===== config.mk =====
export PLATFORM = sky130hd
export DESIGN_NAME = clkmon_err_unit
export DESIGN_NICKNAME = d
export VERILOG_FILES = /design/src/rtl/clkmon_err_unit.sv
export SDC_FILE = /design/constraint.sdc
export NUM_CORES = 1
export LEC_CHECK = 0
export BUFFER_PORTS_ARGS = -buffer_cell sky130_fd_sc_hd__buf_2
export CAP_MARGIN = 20
export CORE_MARGIN = 8
export CORE_UTILIZATION = 55
export DETAILED_ROUTE_END_ITERATION = 7
export PLACE_DENSITY_LB_ADDON = 0.3
export RECOVER_POWER = 50
export SLEW_MARGIN = 20
export SYNTH_ARGS = -nofsm -noshare
export SYNTH_HDL_FRONTEND = slang
export SYNTH_SLANG_ARGS = --single-unit
export TNS_END_PERCENT = 5

===== constraint.sdc =====
create_clock -name clk -period 5.23 [get_ports clk]
set_clock_uncertainty 0.05 [all_clocks]
set_input_delay 1.046 -clock clk [delete_from_list [all_inputs] [get_ports clk]]
set_output_delay 1.046 -clock clk [all_outputs]
set_load 0.1 [all_outputs]

===== src/rtl/clkmon_err_unit.sv =====
module clkmon_err_unit #(
  parameter int          CW       = 8,
  parameter logic [7:0]  DEF_LIM  = 8'd20,
  parameter logic [31:0] MODE_MAP = 32'h80_60_1C_03
) (
  input  logic       clk,
  input  logic       rst_n,
  input  logic [7:0] clk_lines,
  input  logic [1:0] ref_lines,
  input  logic [2:0] uflow_ev,
  input  logic [2:0] oflow_ev,
  input  logic       wr_stb,
  input  logic [2:0] addr,
  input  logic [7:0] wdata,
  output logic [7:0] rdata
);
  localparam int NL = 10;
  localparam logic [CW-1:0] CMAX = {CW{1'b1}};

  logic [NL-1:0] s1, s2, s3, rise, fail;
  logic [7:0] wden, stk, syserr, lim, sel_map;
  logic [3:0] nref_rw;
  logic [1:0] mode_sel, clr_pend, clr_q;
  logic       wr_q;

  always_ff @(posedge clk or negedge rst_n)
    if (!rst_n) begin
      s1 <= '0; s2 <= '0; s3 <= '0;
    end else begin
      s1 <= {ref_lines, clk_lines};
      s2 <= s1;
      s3 <= s2;
    end

  assign rise = s2 & ~s3;

  for (genvar g = 0; g < NL; g++) begin : g_wd
    logic [CW-1:0] cnt;
    always_ff @(posedge clk or negedge rst_n)
      if (!rst_n)            cnt <= '0;
      else if (rise[g])      cnt <= '0;
      else if (cnt != CMAX)  cnt <= cnt + 1'b1;
    assign fail[g] = cnt >= CW'(lim);
  end

  always_ff @(posedge clk or negedge rst_n)
    if (!rst_n) begin
      wden <= '0; nref_rw <= '0; mode_sel <= '0; lim <= DEF_LIM;
    end else if (wr_stb) begin
      case (addr)
        3'd2: wden     <= wdata;
        3'd3: nref_rw  <= wdata[3:0];
        3'd5: mode_sel <= wdata[1:0];
        3'd7: lim      <= wdata;
        default: ;
      endcase
    end

  always_ff @(posedge clk or negedge rst_n)
    if (!rst_n) begin
      wr_q <= 1'b0; clr_pend <= '0; clr_q <= '0;
    end else begin
      wr_q  <= wr_stb;
      clr_q <= (wr_q && !wr_stb) ? clr_pend : 2'b00;
      if (wr_stb && addr == 3'd6) clr_pend <= wdata[1:0];
      else if (wr_q && !wr_stb)   clr_pend <= '0;
    end

  assign sel_map = MODE_MAP[8*mode_sel +: 8];

  wire stk_rst = !rst_n || clr_q[0];
  wire sys_rst = !rst_n || clr_q[1];
  wire fb_hit  = |(fail[7:0] & wden & sel_map);

  always_ff @(posedge clk or posedge stk_rst)
    if (stk_rst) stk <= '0;
    else         stk <= stk | (fail[7:0] & wden);

  always_ff @(posedge clk or posedge sys_rst)
    if (sys_rst) syserr <= '0;
    else         syserr <= syserr | {uflow_ev, oflow_ev, 1'b0, fb_hit};

  always_comb
    case (addr)
      3'd0: rdata = stk;
      3'd1: rdata = fail[7:0] & wden;
      3'd2: rdata = wden;
      3'd3: rdata = {2'b00, fail[9] & nref_rw[0], fail[8], nref_rw};
      3'd4: rdata = syserr;
      3'd5: rdata = {6'b0, mode_sel};
      3'd6: rdata = 8'h00;
      default: rdata = lim;
    endcase
endmodule


==> impl_metrics.csv <==
group,metric,value,unit
status,status,"finished with violations",
status,violations,"capacitance limit, slew limit",
global_routing,grt_util_all_layers,20.0,%
job,cap_viol_max_count,1,
detailed_routing,drc_errors,0,
clock_tree,cts.clk_slew.worst_paths,0.06,ns
global_routing,grt_max_degree,90,
critical_path,max_stage_delay,0.53,ns
critical_path,crit_top_cell,"o21ai_0",
timing,setup_viol,0,
critical_path,worst-path-stages,8,
layout,area_delta_synth_final,11.3,%
power,p_leak,4.37,nW
critical_path,reg2reg_depth,7,
timing,tightest_slew,2.14,ns
timing,rsz0062_at_grt,"no",
detailed_routing,ant_nets,0,
detailed_routing,drt_first_pass_iters,4,
placement,gp_congestion,0.881,
power,power.density,399,nW/um^2
clock_tree,cts_resized,0,
clock_tree,cts_tree,"done",
hold_path,holdPathStages,0,
critical_path,crit_family,"compound AO/OA/AOI/OAI gates",
clock_tree,cts_buffers,17,
synth,avgSynthCellArea,10.4,um^2
global_routing,antenna_found_initial,0,
timing,fin_crit,4.29,ns
timing,finalMaxSlewViolations,90,
layout,design_area,9290,um^2
synth,synthCells,805,
synth,synthArstFlopShare,100,%
floorplan,core,15000,um^2
floorplan,die_h,139,um
layout,final_nets,962,
clock_tree,postCtsSetupBuffers,0,
critical_path,worstSetupPathType,"flip-flop to primary output",
critical_path,cp_num_buf_inv,2,
detailed_routing,viasPerCell,6.00,
clock_tree,clock_latency,0.42,ns
clock_tree,cts_buffer_depth,2,
synth,yosys.cell_types.count,61,
synth,synth_ff_type,"dfrtp_1",
critical_path,critPathRequiredTime,4.13,ns
placement,post-dp-hpwl,12900,um
timing,hold_viol_final,0,
placement,io_buffers,37,
floorplan,row_count,45,
timing,period_share,82.0,%
critical_path,crit_chain,"inv_1, ha_1, o21ai_0, o21ai_0, a32oi_1, o311a_1, a221oi_1, buf_2",
critical_path,critPathSlowestCell,"dfstp_2",
timing,finalSetupTns,0,ns
power,peakVddDrop,0.252,mV
critical_path,startpoint_type,"flip-flop",
synth,synth_nets,925,
floorplan,initial_core_util,55.5,%
layout,final_layout_size_suffix_gt1_share,12.0,%
timing,relSlewSlack,-42.9,%
layout,stdcell_count,1043,
synth,synth_area,8340,um^2
synth,ys_seq_area_share,45.6,%
global_routing,grt_pass1_vias,6454,
clock_tree,postCtsHoldBufs,0,
global_routing,overflow,0,
floorplan,die_width,139,um
hold_path,min-delay-path-class,"flip-flop to flip-flop",
critical_path,cp-end-kind,"primary output",
synth,synth_edf_count,0,
floorplan,io_pins,38,
detailed_routing,drtIter0Drc,323,
placement,dpl.cell_count,1011,
synth,yosys_register_bits,152,
detailed_routing,vias,6257,
critical_path,cp_max_fo,10,
placement,place_area,8700,um^2
clock_tree,cts_sinks,152,
floorplan,die_area,19400,um^2
clock_tree,cts_htree_levels,4,
timing,max_freq,233,MHz
synth,yosys_warnings,0,
detailed_routing,drt-total-wl,18400,um
detailed_routing,wl_per_cell,17.6,um
global_routing,grt_pass1_wl,31500,um
critical_path,worstPathArrival,3.19,ns
clock_tree,root_buffer,"clkbuf_16",
layout,antenna_cells,0,
kinds of logic after synthesis:
logic type / count (synthesis) / share of synthesized area, %
XOR/XNOR: 26 / 2.73
AND/OR/NAND/NOR: 280 / 17.6
adder cells (fa/ha/maj): 90 / 13.5
AO/OA/AOI/OAI: 165 / 13.0
buffers and inverters: 52 / 2.40
multiplexers: 40 / 5.11
flip-flops: 152 / 45.6
per-stage QoR:
| step | power [mW] | util [%] | setup slack (ns) | hold WS [ns] |
|---|---|---|---|---|
| after floorplan | 2.21 | - | 0.0879 | 0.244 |
| after global placement | 2.43 | 57.9 | 1.38 | 0.282 |
| after detailed placement | 2.50 | 57.9 | 1.36 | 0.285 |
| after CTS | 3.73 | 61.8 | 0.949 | 0.299 |
| after global routing | 3.95 | 61.8 | 0.780 | 0.304 |
| final | 3.71 | 61.8 | 0.941 | 0.298 |
per-layer routing:
layer / GRT usage (%) / wire length, um / vias to the layer above
met4: 7.74 / 379 / 0
met2: 33.9 / 9280 / 138
met5: 0 / 0 / -
li1: - / - / 3026
met1: 24.6 / 8070 / 3060
met3: 4.13 / 660 / 33
Yosys cell counts, drive strengths merged, types with 3 or more instances:
master  instances  area [um^2]
a211oi         14          105
a21o            7         53.8
a21oi          44          220
a22oi           3         22.5
a311oi         12          105
a31oi          12         75.1
and2           10         62.6
and3           23          144
and4            8         70.1
buf            14         57.6
clkbuf          6         22.5
dfrtp         150         3750
ha             90         1130
inv            32          120
mux2           21          236
mux2i          19          190
nand2          39          146
nand2b         14         87.6
nand3          29          145
nand4          21          131
nor2           76          285
nor2b          27          169
nor3            7         35.0
nor3b           3         22.5
o211ai          3         22.5
o21a            7         52.6
o21ai          32          160
o21bai          5         37.5
o22ai           6         37.5
or2            10         62.6
xnor2          10         87.6
xor2           16          140
registers in the layout, summed over array words and instances (netlist names), 7 cells and up:
signal / count
wden: 8
stk: 8
s1: 10
syserr: 7
g_wd.cnt: 80
s2: 10
lim: 8
s3: 10
worst paths after layout:
path | slack (ns) | startpoint | endpoint
max in group asynchronous | 2.18 | rst_n | stk[6]
min in group asynchronous | 0.43 | clr_q[1] | syserr[0]
setup / recovery | 0.94 | lim[2] | rdata[2]
hold / removal | 0.30 | s1[0] | s2[0]
hold reg to reg | 0.30 | s1[0] | s2[0]
setup reg to reg | 2.32 | lim[6] | syserr[0]
cell usage in the layout, fill, tap and decap left out, types with 3 or more instances in the layout:
master and instances:
dfrtp_1 150, ha_1 90, nor2_1 76, a21oi_1 44, nand2_1 39, buf_2 33, inv_1 32, o21ai_0 32
nand3_1 29, nor2b_1 27, and3_1 23, mux2_2 21, nand4_1 21, mux2i_1 19, clkbuf_16 17, xor2_1 16
nand2b_1 14, a211oi_1 14, a31oi_1 12, a311oi_1 12, or2_2 10, xnor2_1 10, and4_1 8, o21a_1 7
nor3_1 7, a21o_1 6, o22ai_1 6, o21bai_1 5, and2_1 5, and2_0 5, clkinvlp_4 5, clkbuf_1 4
a22oi_1 3, o211ai_1 3, nor3b_1 3, clkinv_4 3
report_power, final:
group          total, mW  internal, mW  leakage (nW)  switching (mW)
logic              0.919         0.381          2.21           0.538
registers           1.57          1.36          1.89           0.211
clock network       1.22         0.732         0.275           0.490
total               3.71          2.47          4.37            1.24
worst register-to-register path, cell delays in order (launching register included):
cell and delay [ns]:
dfrtp_1 0.41, inv_1 0.46, ha_1 0.35, and3_1 0.21, a221oi_1 0.35, o22ai_1 0.21, a2111o_1 0.41, a221o_1 0.35
area by class of cell:
cell class | count | area [um^2]
Fill cell | 1218 | 5750
Inverter | 32 | 120
Multi-Input combinational cell | 601 | 4340
Sequential cell | 152 | 3810
Clock buffer | 20 | 457
Clock inverter | 12 | 141
Tap cell | 188 | 235
Timing Repair Buffer | 38 | 189
No activity file was read; power rests on OpenSTA's default activity.
